## src/rtl/wd_pkg.sv

```systemverilog
package wd_pkg;
  typedef enum logic [1:0] {
    SLOT_EMPTY  = 2'd0,
    SLOT_COH    = 2'd1,
    SLOT_NONCOH = 2'd2,
    SLOT_ZOMBIE = 2'd3
  } slot_e;

  localparam int CNT_W   = 32;
  localparam int EV_WB   = 0;
  localparam int EV_MISS = 1;
  localparam int EV_ZOMB = 2;
  localparam int EV_ZNCC = 3;
  localparam int EV_N    = 4;

  function automatic int line_index(input int way, input int set, input int sets);
    return way * sets + set;
  endfunction

  function automatic int bit_index(input int line, input int word, input int words);
    return line * words + word;
  endfunction
endpackage

```

## src/rtl/wd_decide.sv

```systemverilog
module wd_decide
  import wd_pkg::*;
(
  input  logic  req,
  input  logic  cacheable,
  input  slot_e state,
  output logic  post,
  output logic  update,
  output logic  respond,
  output logic  stall,
  output logic  ev_wb,
  output logic  ev_miss,
  output logic  ev_zomb
);
  always_comb begin
    post    = 1'b0;
    update  = 1'b0;
    respond = 1'b0;
    stall   = 1'b0;
    ev_wb   = 1'b0;
    ev_miss = 1'b0;
    ev_zomb = 1'b0;
    if (req) begin
      if (state == SLOT_ZOMBIE) begin
        stall   = 1'b1;
        ev_zomb = 1'b1;
      end else if (cacheable && state == SLOT_COH) begin
        respond = 1'b1;
        post    = 1'b1;
        update  = 1'b1;
      end else if (cacheable && state == SLOT_NONCOH) begin
        respond = 1'b1;
        update  = 1'b1;
        ev_wb   = 1'b1;
      end else begin
        respond = 1'b1;
        post    = 1'b1;
        ev_miss = cacheable;
      end
    end
  end
endmodule

```

## src/rtl/wd_line_state.sv

```systemverilog
module wd_line_state
  import wd_pkg::*;
#(
  parameter int WAYS  = 4,
  parameter int SETS  = 16,
  parameter int WORDS = 8,
  localparam int WAY_W  = (WAYS  > 1) ? $clog2(WAYS)  : 1,
  localparam int SET_W  = (SETS  > 1) ? $clog2(SETS)  : 1,
  localparam int WORD_W = (WORDS > 1) ? $clog2(WORDS) : 1
) (
  input  logic              clk,
  input  logic              rst_n,
  input  logic [WAY_W-1:0]  wr_way,
  input  logic [SET_W-1:0]  wr_set,
  input  logic [WORD_W-1:0] wr_word,
  input  logic              set_dirty,
  input  logic              evict_valid,
  input  logic [WAY_W-1:0]  evict_way,
  input  logic [SET_W-1:0]  evict_set,
  input  logic              ack_valid,
  input  logic [WAY_W-1:0]  ack_way,
  input  logic [SET_W-1:0]  ack_set,
  output logic              line_dirty,
  output logic              word_dirty,
  output logic              zombie_ncc
);
  localparam int LINES  = WAYS * SETS;
  localparam int BITS   = LINES * WORDS;
  localparam int LINE_W = (LINES > 1) ? $clog2(LINES) : 1;
  localparam int BIT_W  = (BITS > 1) ? $clog2(BITS) : 1;

  logic [LINES-1:0] line_q, line_d, flag_q, flag_d;
  logic [BITS-1:0]  word_q, word_d;

  logic [LINE_W-1:0] w_line, e_line, a_line;
  logic [BIT_W-1:0]  w_bit;

  assign w_line = LINE_W'(line_index(int'(wr_way), int'(wr_set), SETS));
  assign e_line = LINE_W'(line_index(int'(evict_way), int'(evict_set), SETS));
  assign a_line = LINE_W'(line_index(int'(ack_way), int'(ack_set), SETS));
  assign w_bit  = BIT_W'(bit_index(int'(w_line), int'(wr_word), WORDS));

  always_comb begin
    line_d = line_q;
    word_d = word_q;
    flag_d = flag_q;
    if (set_dirty) begin
      line_d[w_line] = 1'b1;
      word_d[w_bit]  = 1'b1;
    end
    if (ack_valid) flag_d[a_line] = 1'b0;
    if (evict_valid) begin
      line_d[e_line] = 1'b0;
      flag_d[e_line] = 1'b1;
      for (int w = 0; w < WORDS; w++)
        word_d[BIT_W'(bit_index(int'(e_line), w, WORDS))] = 1'b0;
    end
  end

  always_ff @(posedge clk) begin
    if (!rst_n) begin
      line_q <= '0;
      word_q <= '0;
      flag_q <= '0;
    end else begin
      line_q <= line_d;
      word_q <= word_d;
      flag_q <= flag_d;
    end
  end

  assign line_dirty = line_q[w_line];
  assign word_dirty = word_q[w_bit];
  assign zombie_ncc = flag_q[w_line];

  AST_DIRTY_SET: assert property (@(posedge clk) disable iff (!rst_n)
    set_dirty && !(evict_valid && e_line == w_line) |=> line_q[$past(w_line)] && word_q[$past(w_bit)]);
  AST_EVICT_CLEAN: assert property (@(posedge clk) disable iff (!rst_n)
    evict_valid |=> !line_q[$past(e_line)] && flag_q[$past(e_line)]);
  AST_ACK_CLEAR: assert property (@(posedge clk) disable iff (!rst_n)
    ack_valid && !(evict_valid && e_line == a_line) |=> !flag_q[$past(a_line)]);
endmodule

```

## src/rtl/wd_stats.sv

```systemverilog
module wd_stats
  import wd_pkg::*;
#(
  parameter int N = EV_N
) (
  input  logic                      clk,
  input  logic                      rst_n,
  input  logic [N-1:0]              inc,
  output logic [N-1:0][CNT_W-1:0]   cnt
);
  for (genvar g = 0; g < N; g++) begin : g_cnt
    always_ff @(posedge clk) begin
      if (!rst_n)      cnt[g] <= '0;
      else if (inc[g]) cnt[g] <= cnt[g] + 1'b1;
    end

    AST_CNT_STEP: assert property (@(posedge clk) disable iff (!rst_n)
      $past(rst_n) && $past(inc[g]) |-> cnt[g] == $past(cnt[g]) + 1'b1);
    AST_CNT_HOLD: assert property (@(posedge clk) disable iff (!rst_n)
      $past(rst_n) && !$past(inc[g]) |-> $stable(cnt[g]));
  end
endmodule

```

## src/rtl/write_dispatch.sv

```systemverilog
module write_dispatch
  import wd_pkg::*;
#(
  parameter int WAYS  = 4,
  parameter int SETS  = 16,
  parameter int WORDS = 8,
  localparam int WAY_W  = (WAYS  > 1) ? $clog2(WAYS)  : 1,
  localparam int SET_W  = (SETS  > 1) ? $clog2(SETS)  : 1,
  localparam int WORD_W = (WORDS > 1) ? $clog2(WORDS) : 1
) (
  input  logic              clk,
  input  logic              rst_n,
  input  logic              wr_valid,
  input  logic              wr_cacheable,
  input  logic [WAY_W-1:0]  wr_way,
  input  logic [SET_W-1:0]  wr_set,
  input  logic [WORD_W-1:0] wr_word,
  input  logic [1:0]        slot_state,
  input  logic              evict_valid,
  input  logic [WAY_W-1:0]  evict_way,
  input  logic [SET_W-1:0]  evict_set,
  input  logic              ack_valid,
  input  logic [WAY_W-1:0]  ack_way,
  input  logic [SET_W-1:0]  ack_set,
  output logic              wbuf_post,
  output logic              cache_update,
  output logic              rsp_valid,
  output logic              retry,
  output logic              line_dirty,
  output logic              word_dirty,
  output logic [31:0]       cnt_write_back,
  output logic [31:0]       cnt_write_miss,
  output logic [31:0]       cnt_zombie,
  output logic [31:0]       cnt_zombie_ncc
);
  logic ack_same;
  slot_e eff_state;
  logic ev_wb, ev_miss, ev_zomb, zombie_ncc;
  logic [EV_N-1:0] inc;
  logic [EV_N-1:0][CNT_W-1:0] cnt_all;

  // Acknowledge is applied before the write is judged.
  assign ack_same  = ack_valid && ack_way == wr_way && ack_set == wr_set;
  assign eff_state = ack_same ? SLOT_EMPTY : slot_e'(slot_state);

  wd_decide u_decide (
    .req       (wr_valid),
    .cacheable (wr_cacheable),
    .state     (eff_state),
    .post      (wbuf_post),
    .update    (cache_update),
    .respond   (rsp_valid),
    .stall     (retry),
    .ev_wb     (ev_wb),
    .ev_miss   (ev_miss),
    .ev_zomb   (ev_zomb)
  );

  wd_line_state #(.WAYS(WAYS), .SETS(SETS), .WORDS(WORDS)) u_lines (
    .clk         (clk),
    .rst_n       (rst_n),
    .wr_way      (wr_way),
    .wr_set      (wr_set),
    .wr_word     (wr_word),
    .set_dirty   (ev_wb),
    .evict_valid (evict_valid),
    .evict_way   (evict_way),
    .evict_set   (evict_set),
    .ack_valid   (ack_valid),
    .ack_way     (ack_way),
    .ack_set     (ack_set),
    .line_dirty  (line_dirty),
    .word_dirty  (word_dirty),
    .zombie_ncc  (zombie_ncc)
  );

  always_comb begin
    inc          = '0;
    inc[EV_WB]   = ev_wb;
    inc[EV_MISS] = ev_miss;
    inc[EV_ZOMB] = ev_zomb;
    inc[EV_ZNCC] = ev_zomb && zombie_ncc;
  end

  wd_stats #(.N(EV_N)) u_stats (
    .clk   (clk),
    .rst_n (rst_n),
    .inc   (inc),
    .cnt   (cnt_all)
  );

  assign cnt_write_back = cnt_all[EV_WB];
  assign cnt_write_miss = cnt_all[EV_MISS];
  assign cnt_zombie     = cnt_all[EV_ZOMB];
  assign cnt_zombie_ncc = cnt_all[EV_ZNCC];

  AST_ONE_OUTCOME: assert property (@(posedge clk) disable iff (!rst_n)
    wr_valid |-> $countones({rsp_valid, retry}) == 1);
  AST_STALL_NO_WORK: assert property (@(posedge clk) disable iff (!rst_n)
    retry |-> !wbuf_post && !cache_update);
  AST_PULSE_WITH_RSP: assert property (@(posedge clk) disable iff (!rst_n)
    (wbuf_post || cache_update) |-> rsp_valid);
  AST_IDLE_QUIET: assert property (@(posedge clk) disable iff (!rst_n)
    !wr_valid |-> !rsp_valid && !retry);
  AST_ACK_FIRST: assert property (@(posedge clk) disable iff (!rst_n)
    wr_valid && ack_same |-> rsp_valid && wbuf_post && !cache_update);
  AST_ZNCC_SUBSET: assert property (@(posedge clk) disable iff (!rst_n)
    cnt_zombie_ncc != $past(cnt_zombie_ncc) |-> cnt_zombie != $past(cnt_zombie));
endmodule

```

## config.mk

```make
export PLATFORM = sky130hd
export DESIGN_NAME = write_dispatch
export DESIGN_NICKNAME = d
export VERILOG_FILES = /design/src/rtl/wd_pkg.sv /design/src/rtl/wd_decide.sv /design/src/rtl/wd_line_state.sv /design/src/rtl/wd_stats.sv /design/src/rtl/write_dispatch.sv
export SDC_FILE = /design/constraint.sdc
export NUM_CORES = 2
export LEC_CHECK = 0
export BUFFER_PORTS_ARGS = -buffer_cell sky130_fd_sc_hd__clkbuf_2
export CAP_MARGIN = 10
export CORE_MARGIN = 1.5
export CORE_UTILIZATION = 42
export CTS_CLUSTER_SIZE = 8
export DETAILED_ROUTE_END_ITERATION = 8
export PLACE_DENSITY_LB_ADDON = 0.3
export RECOVER_POWER = 100
export SLEW_MARGIN = 20
export SYNTH_ARGS = -nofsm -noshare
export SYNTH_HDL_FRONTEND = slang
export SYNTH_SLANG_ARGS = --single-unit
```

## constraint.sdc

```tcl
create_clock -name clk -period 6.45 [get_ports clk]
set_input_delay 0.3225 -clock clk [delete_from_list [all_inputs] [get_ports clk]]
set_output_delay 0.3225 -clock clk [all_outputs]
set_load 0.01 [all_outputs]
```

==> out/metrics.yaml <==
flow_run:
  drv_cap: 19
synthesis:
  synth_edf_count: 0
  synth-simple-area-share: 0.177
  syn_avg_cell_area_um2: 9.01
  synth_top_family_by_area: "simple AND/OR/NAND/NOR gates"
  yosysSeqAreaShare: 0.480
  synthesis.area_um2: 32100
  synthCells: 3560
  synth_compound_area_frac: 0.164
  synth.distinct_cells: 74
  synth-seq-cells: 768
  synth_adder_area_share: 0.00156
  ys_warn_count: 0
  synth_xor_area_frac: 0.0246
  synthArstFlopShare: 0
  muxShareOfSynthArea: 0.110
  ys.flop_type: "dfxtp_1"
  synth_fp_nets: 3593
power_and_ir_drop:
  power_mw: 10.2
  ir_drop_mv: 0.210
  p_per_area_nw_per_um2: 282
  leakage_nw: 12.7
die:
  start_util: 0.424
  dieHeight_um: 279
  core-area_um2: 75700
  die_w_um: 279
  die_area_um2: 78000
  std_cell_rows: 101
  ios: 163
clock_network:
  cts_tree: "yes"
  htreeDepth: 3
  clk_root_buffer_cell: "clkbuf_16"
  post_cts_buffers: 0
  clk_latency_ns: 0.67
  cts.sinks: 768
  ctsResizeCount: 0
  numCtsBuffers: 105
  clk_pin_slew_worst_paths_ns: 0.05
  cts_max_path_buffers: 3
  hold_buffers: 0
finish:
  final_common_cell: "dfxtp_1"
  areaGrowthSynthToFinish_pct: 12.1
  drive_gt1_frac: 0.0960
  layout.cells.most_common_list: "dfxtp_1 (768), nor2_1 (685), a21oi_1 (478)"
  fin_cells: 4594
  final_area_um2: 36000
  finalNetCount: 3644
  diodes: 0
sta:
  drv_slew: 648
  worst_pin_slew_ns: 3.96
  fin_tns_setup_ns: 0
  hold_viol: 0
  fin_skew_ns: 0.0330
  finalSetupViolCount: 0
  grt_setup_unrepaired: "no"
  timing.fmax_mhz: 188
  fin_crit_ns: 5.33
  fin_crit_sh: 0.826
  slew_headroom: -1.64
route:
  viasPerCell: 5.96
  wl_per_cell_um: 21.3
  antenna_left: 0
  num_vias: 27400
  totalWireLength_um: 97900
  drt-initial-drc-count: 2748
  dr.pass1.iters: 6
  drc: 0
placement:
  dp.cells: 4482
  post_dp_cell_area_um2: 33500
  place.gp.congestion: 0.894
  io_buffers: 162
  dp_hpwl_um: 60600
outcome:
  status: "finished with violations"
  violations: "max-capacitance violations, max-slew violations"
grt:
  grt_pass1_vias: 25100
  grt_max_degree: 160
  antenna_found_initial: 0
  grt_remaining_overflow: 0
  grt_pass1_wl_um: 150000
  track_usage: 0.243
critical_path:
  r2r-start: "u_lines.flag_q[63]"
  crit_path_end_kind: "register"
  critPathRequiredTime_ns: 6.98
  r2r_cells: 8
  cp-start-kind: "primary input"
  arrival_ns: 5.86
  crit_start: "wr_set[1]"
  critPathKind: "primary input to register"
  critPathMaxFanout: 32
worst_hold_path:
  hold_start: "evict_set[2]"
  hold_path_class: "primary input to register"
  whs_path_depth: 4
-- synth_stat cells (all sizes together) (3+ instances only) --
library cell	instances	area [µm²]
o22a	3	26.3
nor2	694	2610
a21oi	478	2390
nor4	11	83.8
a31oi	185	1160
clkbuf	203	763
o21ai	110	551
dfxtp	768	15400
nand2b	34	220
ha	4	50.1
mux2	27	304
and4	12	105
a22oi	28	210
and2	21	131
xor2	47	412
a221oi	14	123
o21a	22	165
a22o	6	52.6
o31ai	5	37.5
nand4	41	282
or4	4	30.0
or3	27	169
or2	4	25.0
nor3	28	140
and3b	4	35.0
mux4	114	2580
xnor2	43	377
nand3	69	345
a32oi	3	26.3
nand2	213	800
o221ai	9	78.8
nor2b	20	125
o41ai	3	26.3
a221o	4	40.0
o22ai	9	56.3
inv	28	105
buf	80	505
and3	30	188
nor3b	40	300
mux2i	64	641
nand3b	7	52.6
a211oi	18	135
-- where the power goes --
| part | switching [mW] | total, mW | internal [mW] |
|---|---|---|---|
| clock network | 2.00 | 4.91 | 2.91 |
| logic | 0.368 | 0.478 | 0.110 |
| registers | 0.00361 | 4.76 | 4.76 |
| total | 2.37 | 10.2 | 7.78 |
-- through the flow --
stage               setup WS [ns]   util  hold WS [ns]
floorplan                    3.51      -         0.422
global placement             2.12  0.443         0.430
detailed placement           2.06  0.443         0.434
CTS                          2.13  0.479        0.0828
global route                0.912  0.475         0.124
finish                       1.12  0.475         0.113
-- layer usage --
metal	track usage	part of all wire	up-vias
met4	0.0736	0.027	0
met2	0.377	0.45	1202
li1	-	-	12700
met5	0	0	-
met3	0.0455	0.084	192
met1	0.343	0.44	13300
-- final timing paths --
path                            slack (ns)             endpoint
worst max-delay path                  1.12  u_lines.word_q[281]
worst min-delay path                  0.11   u_lines.flag_q[40]
worst max register to register        3.36     u_stats.cnt[125]
worst min register to register        0.44  u_lines.word_q[492]
-- flip-flops by register name (all words and copies together) (netlist names) --
name            flops
u_lines.flag_q     64
u_lines.line_q     64
u_lines.word_q    512
u_stats.cnt       128
-- cell type report --
type	count	area, µm²
fillers	7282	39700
flip-flops and latches	768	15400
multi-input cells	2480	15400
clock buffers	108	2700
well taps	978	1220
repair buffers	227	1110
inverters	29	113
clock inverters	4	71.3
-- worst max-delay path, cell delays in order --
cell	delay, ns
clkbuf_1	1.28
xnor2_1	0.18
nand3_1	0.25
o211a_1	0.43
nand2_1	0.33
nor3_1	1.25
clkbuf_1	1.43
a31oi_1	0.21
nor2_1	0.13
-- cells by family after synthesis --
| kind of cell | after synthesis |
|---|---|
| AND/OR/NAND/NOR | 1264 |
| AO/OA/AOI/OAI | 917 |
| flip-flops | 768 |
| buffers and inverters | 312 |
| multiplexers | 205 |
| XOR/XNOR | 90 |
| adder cells (fa/ha/maj) | 4 |
Note: power is estimated with default switching activity, not from simulation.
